File: src/rtl/thermtrip_pkg.sv
// Package: shared defaults and state encoding for the thermal trip guard.
// Assumes: nothing beyond IEEE 1800-2017.
package thermtrip_pkg;
    localparam int unsigned DEF_LEVELS = 3;
    localparam int unsigned DEF_SYNC   = 2;

    typedef enum logic {
        TRIP_WATCH = 1'b0,
        TRIP_HELD  = 1'b1
    } trip_state_e;
endpackage

File: src/rtl/thermtrip_sync.sv
// Multi-stage synchronizer for one asynchronous level.
// Assumes: STAGES >= 2; reset value is the inactive level of the input.
module thermtrip_sync #(
    parameter int unsigned STAGES  = 2,
    parameter logic        RST_VAL = 1'b1
) (
    input  logic clk,
    input  logic rst_n,
    input  logic d_async,
    output logic q_sync
);
    logic [STAGES-1:0] chain;

    // Shift the raw level through the synchronizing flops.
    always_ff @(posedge clk) begin
        if (!rst_n) chain <= {STAGES{RST_VAL}};
        else        chain <= {chain[STAGES-2:0], d_async};
    end

    assign q_sync = chain[STAGES-1];
endmodule

File: src/rtl/thermtrip_latch.sv
// Trip latch: sets on a qualified trip, releases on soft-off indication.
// Assumes: trip_now is already synchronized and gated by platform reset.
module thermtrip_latch
    import thermtrip_pkg::*;
(
    input  logic        clk,
    input  logic        rst_n,
    input  logic        trip_now,
    input  logic        release_i,
    output trip_state_e state_o,
    output logic        set_pulse_o
);
    trip_state_e state_q, state_d;
    logic        pulse_q;

    // Next state: hold until release, otherwise capture a qualified trip.
    always_comb begin
        state_d = state_q;
        case (state_q)
            TRIP_WATCH: if (trip_now)  state_d = TRIP_HELD;
            TRIP_HELD:  if (release_i) state_d = TRIP_WATCH;
            default:                   state_d = TRIP_WATCH;
        endcase
    end

    // Register the latch and the one-cycle set pulse.
    always_ff @(posedge clk) begin
        if (!rst_n) begin
            state_q <= TRIP_WATCH;
            pulse_q <= 1'b0;
        end else begin
            state_q <= state_d;
            pulse_q <= (state_q == TRIP_WATCH) && trip_now;
        end
    end

    assign state_o     = state_q;
    assign set_pulse_o = pulse_q;
endmodule

File: src/rtl/thermtrip_status.sv
// Sticky status bit: set by an event, cleared by a write-1 strobe; set wins.
// Assumes: set_i and clr_i are single-clock-domain levels.
module thermtrip_status (
    input  logic clk,
    input  logic rst_n,
    input  logic set_i,
    input  logic clr_i,
    output logic status_o
);
    logic status_q;

    // Update the sticky bit with set priority over clear.
    always_ff @(posedge clk) begin
        if (!rst_n)     status_q <= 1'b0;
        else if (set_i) status_q <= 1'b1;
        else if (clr_i) status_q <= 1'b0;
    end

    assign status_o = status_q;
endmodule

File: src/rtl/thermtrip_guard.sv
// Top: thermal trip emergency power-down guard in the always-on domain.
// Forces all sleep drives low straight from the synchronized trip or the
// latch; the normal sequencer only supplies the drives when no trip exists.
// Assumes: plat_rst_n and soft_off_reached are synchronous to clk.
module thermtrip_guard
    import thermtrip_pkg::*;
#(
    parameter int unsigned SLEEP_LEVELS = DEF_LEVELS,
    parameter int unsigned SYNC_STAGES  = DEF_SYNC
) (
    input  logic                    clk,
    input  logic                    aon_rst_n,
    input  logic                    plat_rst_n,
    input  logic                    overheat_n,
    input  logic                    soft_off_reached,
    input  logic                    status_clr,
    input  logic [SLEEP_LEVELS-1:0] seq_sleep_n,
    output logic [SLEEP_LEVELS-1:0] sleep_drive_n,
    output logic                    trip_status,
    output logic                    softoff_req
);
    localparam int unsigned LVL_W = SLEEP_LEVELS;

    logic        overheat_sync_n;
    logic        trip_now;
    logic        force_off;
    logic        trip_set;
    trip_state_e trip_state;

    thermtrip_sync #(
        .STAGES  (SYNC_STAGES),
        .RST_VAL (1'b1)
    ) u_sync (
        .clk     (clk),
        .rst_n   (aon_rst_n),
        .d_async (overheat_n),
        .q_sync  (overheat_sync_n)
    );

    // Qualify the synchronized overheat with the platform reset level.
    always_comb trip_now = plat_rst_n && !overheat_sync_n;

    thermtrip_latch u_latch (
        .clk         (clk),
        .rst_n       (aon_rst_n),
        .trip_now    (trip_now),
        .release_i   (soft_off_reached),
        .state_o     (trip_state),
        .set_pulse_o (trip_set)
    );

    thermtrip_status u_status (
        .clk      (clk),
        .rst_n    (aon_rst_n),
        .set_i    (trip_now && (trip_state == TRIP_WATCH)),
        .clr_i    (status_clr),
        .status_o (trip_status)
    );

    // Hard override: fresh trip or held latch, no sequencer in the path.
    always_comb force_off = trip_now || (trip_state == TRIP_HELD);

    for (genvar lv = 0; lv < LVL_W; lv++) begin : g_drive
        // Per-level gate: low when forced, else the sequencer's request.
        always_comb sleep_drive_n[lv] = seq_sleep_n[lv] && !force_off;
    end

    assign softoff_req = trip_set;
endmodule

File: config.mk
export PLATFORM = sky130hd
export DESIGN_NAME = thermtrip_guard
export DESIGN_NICKNAME = d
export VERILOG_FILES = /design/src/rtl/thermtrip_pkg.sv /design/src/rtl/thermtrip_sync.sv /design/src/rtl/thermtrip_latch.sv /design/src/rtl/thermtrip_status.sv /design/src/rtl/thermtrip_guard.sv
export SDC_FILE = /design/constraint.sdc
export NUM_CORES = 1
export LEC_CHECK = 0
export ABC_CLOCK_PERIOD_IN_PS = 2400
export BUFFER_PORTS_ARGS = -buffer_cell sky130_fd_sc_hd__buf_2
export CAP_MARGIN = 20
export CORE_AREA = 4 4 41 43
export CTS_BUF_LIST = sky130_fd_sc_hd__clkbuf_4
export CTS_CLUSTER_SIZE = 28
export DETAILED_ROUTE_END_ITERATION = 16
export DIE_AREA = 0 0 45 47
export GPL_ROUTABILITY_DRIVEN = 0
export PLACE_DENSITY = 0.46
export SETUP_SLACK_MARGIN = 0.3
export SLEW_MARGIN = 20
export SYNTH_ARGS = -nofsm -noshare
export SYNTH_HDL_FRONTEND = slang
export SYNTH_SLANG_ARGS = --single-unit
File: constraint.sdc
create_clock -name clk -period 2.4 [get_ports clk]
set_clock_uncertainty 0.1 [all_clocks]
set_input_delay 0.36 -clock clk [delete_from_list [all_inputs] [get_ports clk]]
set_output_delay 0.36 -clock clk [all_outputs]
set_load 0.005 [all_outputs]
==> results.rst <==
.. list-table::
   :header-rows: 1

   * - Metric
     - Value
   * - Number of design-rule violations left by the first detailed-router iteration
     - 7
   * - Post-Synthesis Cell Area
     - 183 um^2
   * - Measured slew at the worst slew-check pin
     - 184 ps
   * - Depth of the most critical reg-to-reg path
     - 2
   * - Antenna-violating nets left
     - 0
   * - Beginning of the critical path
     - u_sync.chain[1]
   * - Final number of setup-violating endpoints
     - 0
   * - Sort of element at the start of the critical path
     - flop
   * - CTS Buf Count
     - 3
   * - Unrepaired setup endpoints after global routing
     - false
   * - Final critical-path setup slack
     - 1010 ps
   * - Top fanout value on the critical path
     - 3
   * - Signed area change from the synthesized netlist to the final layout
     - 62.3%
   * - Resized cells post-CTS
     - 0
   * - Post-placement cell count
     - 44
   * - Clock tree from TritonCTS
     - built
   * - Total leakage power
     - 0.146 nW
   * - Setup TNS Final
     - 0 ps
   * - CP peak stage delay
     - 320 ps
   * - Fmax
     - 0.721 GHz
   * - WL met1
     - 178 um
   * - Final period demand of the worst path
     - 1390 ps
   * - Number of buffers on the longest clock path
     - 2
   * - CP Buf/Inv Count
     - 1
   * - X dimension of the die
     - 45 um
   * - Post-detailed-route wirelength per cell
     - 8.40 um
   * - Number of nets in the final layout
     - 43
   * - Sequential share of the synthesized area
     - 54.8%
   * - Maximum resistive drop on vdd
     - 0.000240 V
   * - Stages on the worst setup path
     - 3
   * - Final Power
     - 215 uW
   * - Syn nets
     - 25
   * - Capturing instance or port of the critical path
     - sleep_drive_n[2]
   * - Worst flop-to-flop path endpoint
     - u_latch.state_o
   * - Vias after detailed routing
     - 174
   * - Number of buffers added on ports
     - 13
   * - Number of synthesized register bits
     - 5
   * - # IOs
     - 14
   * - Chain of cells forming the critical path
     - nor2b_1 -> nor3b_1 -> buf_2
   * - Worst Setup Slack post-DPL
     - 1020 ps
   * - Yosys cell types
     - 7
   * - Final cell count without fillers
     - 48
   * - Max_slew headroom
     - 87.7%
   * - Share of cells above drive strength 1
     - 54.5%
   * - Kind of cell adding the most delay to the critical path
     - flip-flops
   * - Routed wl met2
     - 136 um
   * - First-pass GRT wire length
     - 593 um
   * - Syn_area_per_cell
     - 11.4 um^2
   * - Clk Latency, worst-skew pair
     - 240 ps
   * - Number of search-and-repair iterations in the first detailed-routing pass
     - 4
   * - Area of the die
     - 0.00212 mm^2
   * - Metal3 WL
     - 89 um
   * - Die boundary height
     - 47 um
   * - Worst path required time
     - 1940 ps
   * - Drc violations
     - 0
   * - Final Hold Fails
     - 0
   * - Sinks on the clock net
     - 5
   * - Number of antenna violations at the first check in global routing
     - 0
   * - Diodes inserted
     - 0
   * - Path type of the worst min-delay path
     - primary input to flop
   * - Slew Viols, Final
     - 0
   * - Gr ovfl total
     - 0
   * - Drt via density
     - 3.63
   * - Post-CTS Setup Bufs
     - 0
   * - Initial cell density of the core
     - 14.0%
   * - Crit. End Element
     - primary output
   * - Data arrival, critical path
     - 930 ps
   * - Critical Path Slowest Stage Cell
     - dfxtp_1
   * - Total power per unit cell area
     - 724 mW/mm^2
   * - Worst-path clk slew
     - 40 ps
   * - H-Tree Level Count
     - 1
   * - Max-cap viol count
     - 0
   * - Worst flop-to-flop path startpoint
     - u_latch.state_o
   * - CTS Hold Buffers Added
     - 0
   * - Post-synthesis cell count
     - 16
   * - Placeable core region
     - 0.00130 mm^2
   * - GRT Total Usage
     - 4.75%
   * - WL final
     - 403 um
   * - Type of the worst setup path
     - flop to primary output
   * - Number of rows created at floorplan
     - 13
   * - Uppermost routed layer
     - met3
   * - Final period utilization
     - 57.8%
   * - CTS root buffer
     - clkbuf_4
   * - Result of the run
     - finished, final reports clean
   * - Warnings, synthesis
     - 0
   * - Flop2flop setup slack
     - 1420 ps
   * - Via count of the first global-routing pass
     - 150
   * - Pin count of the biggest net entering global routing
     - 6
-- kinds of logic (layout without fill, tap and decap cells) --
kind of cell,count (synthesis),after routing,share of synthesized area (%)
compound gates,2,2,9.59
buf+inv,2,19,4.11
flops,5,5,54.8
simple gates,7,7,31.5
-- per-layer routing --
metal | vias to the layer above | global-route usage, %
li1 | 89 | -
met1 | 69 | 4.79
met2 | 16 | 4.24
met3 | 0 | 5.75
met4 | 0 | 5.26
met5 | - | 0
-- state kept, by name, indices dropped and copies added (netlist names) --
signal / count
u_sync.chain: 2
u_latch.set_pulse_o: 1
u_latch.state_o: 1
u_status.status_o: 1
-- worst reg2reg max path, delay by kind of cell (launching register included) --
family	cells	cell delay (ps)
compound gates	1	180
flops	1	380
simple gates	1	220
-- synthesized netlist by cell type --
cell / count / area share, %
nor2b_1: 1 / 3.4
nor3b_1: 3 / 12
inv_1: 2 / 4.1
and4bb_4: 1 / 8.9
a31o_1: 2 / 9.6
dfxtp_1: 5 / 55
nand2b_1: 2 / 6.8
-- stage by stage --
step	util (%)	instance area, um^2	hold slack (ps)
6_report	22.8	297	203
5_1_grt	22.8	297	188
4_1_cts	22.8	297	193
3_5_place_dp	20.5	267	300
3_3_place_gp	20.5	267	288
2_1_floorplan	-	183	286
-- worst min path at each step --
stage,startpoint,end,cells past startpoint,slack (ps)
global route,overheat_n,u_sync.chain[0],2,190
global placement,u_sync.chain[0],u_sync.chain[1],1,290
floorplan,u_sync.chain[0],u_sync.chain[1],1,290
CTS,overheat_n,u_sync.chain[0],2,190
finish,overheat_n,u_sync.chain[0],2,200
detailed placement,u_sync.chain[0],u_sync.chain[1],1,300
-- power breakdown --
group	leakage [nW]	switching, mW	internal, mW
combinational	0.0872	0.00674	0.0115
clock	0.0184	0.0353	0.0742
sequential	0.0409	0.00110	0.0860
total	0.146	0.0431	0.172
-- cell usage in the layout, fill, tap and decap left out --
master    Yosys  layout
a31o_1        2       2
and4bb_4      1       1
buf_2         0      13
clkbuf_4      0       4
dfxtp_1       5       5
inv_1         2       2
nand2b_1      2       2
nor2b_1       1       1
nor3b_1       3       3
-- area by class of cell --
type	count	area, um^2
fillers	147	1000
flip-flops and latches	5	100
multi-input cells	9	75.1
repair buffers	13	65.1
clock buffers	4	30.0
well taps	15	18.8
inverters	2	7.51
Power figures use the tool's default switching activity.
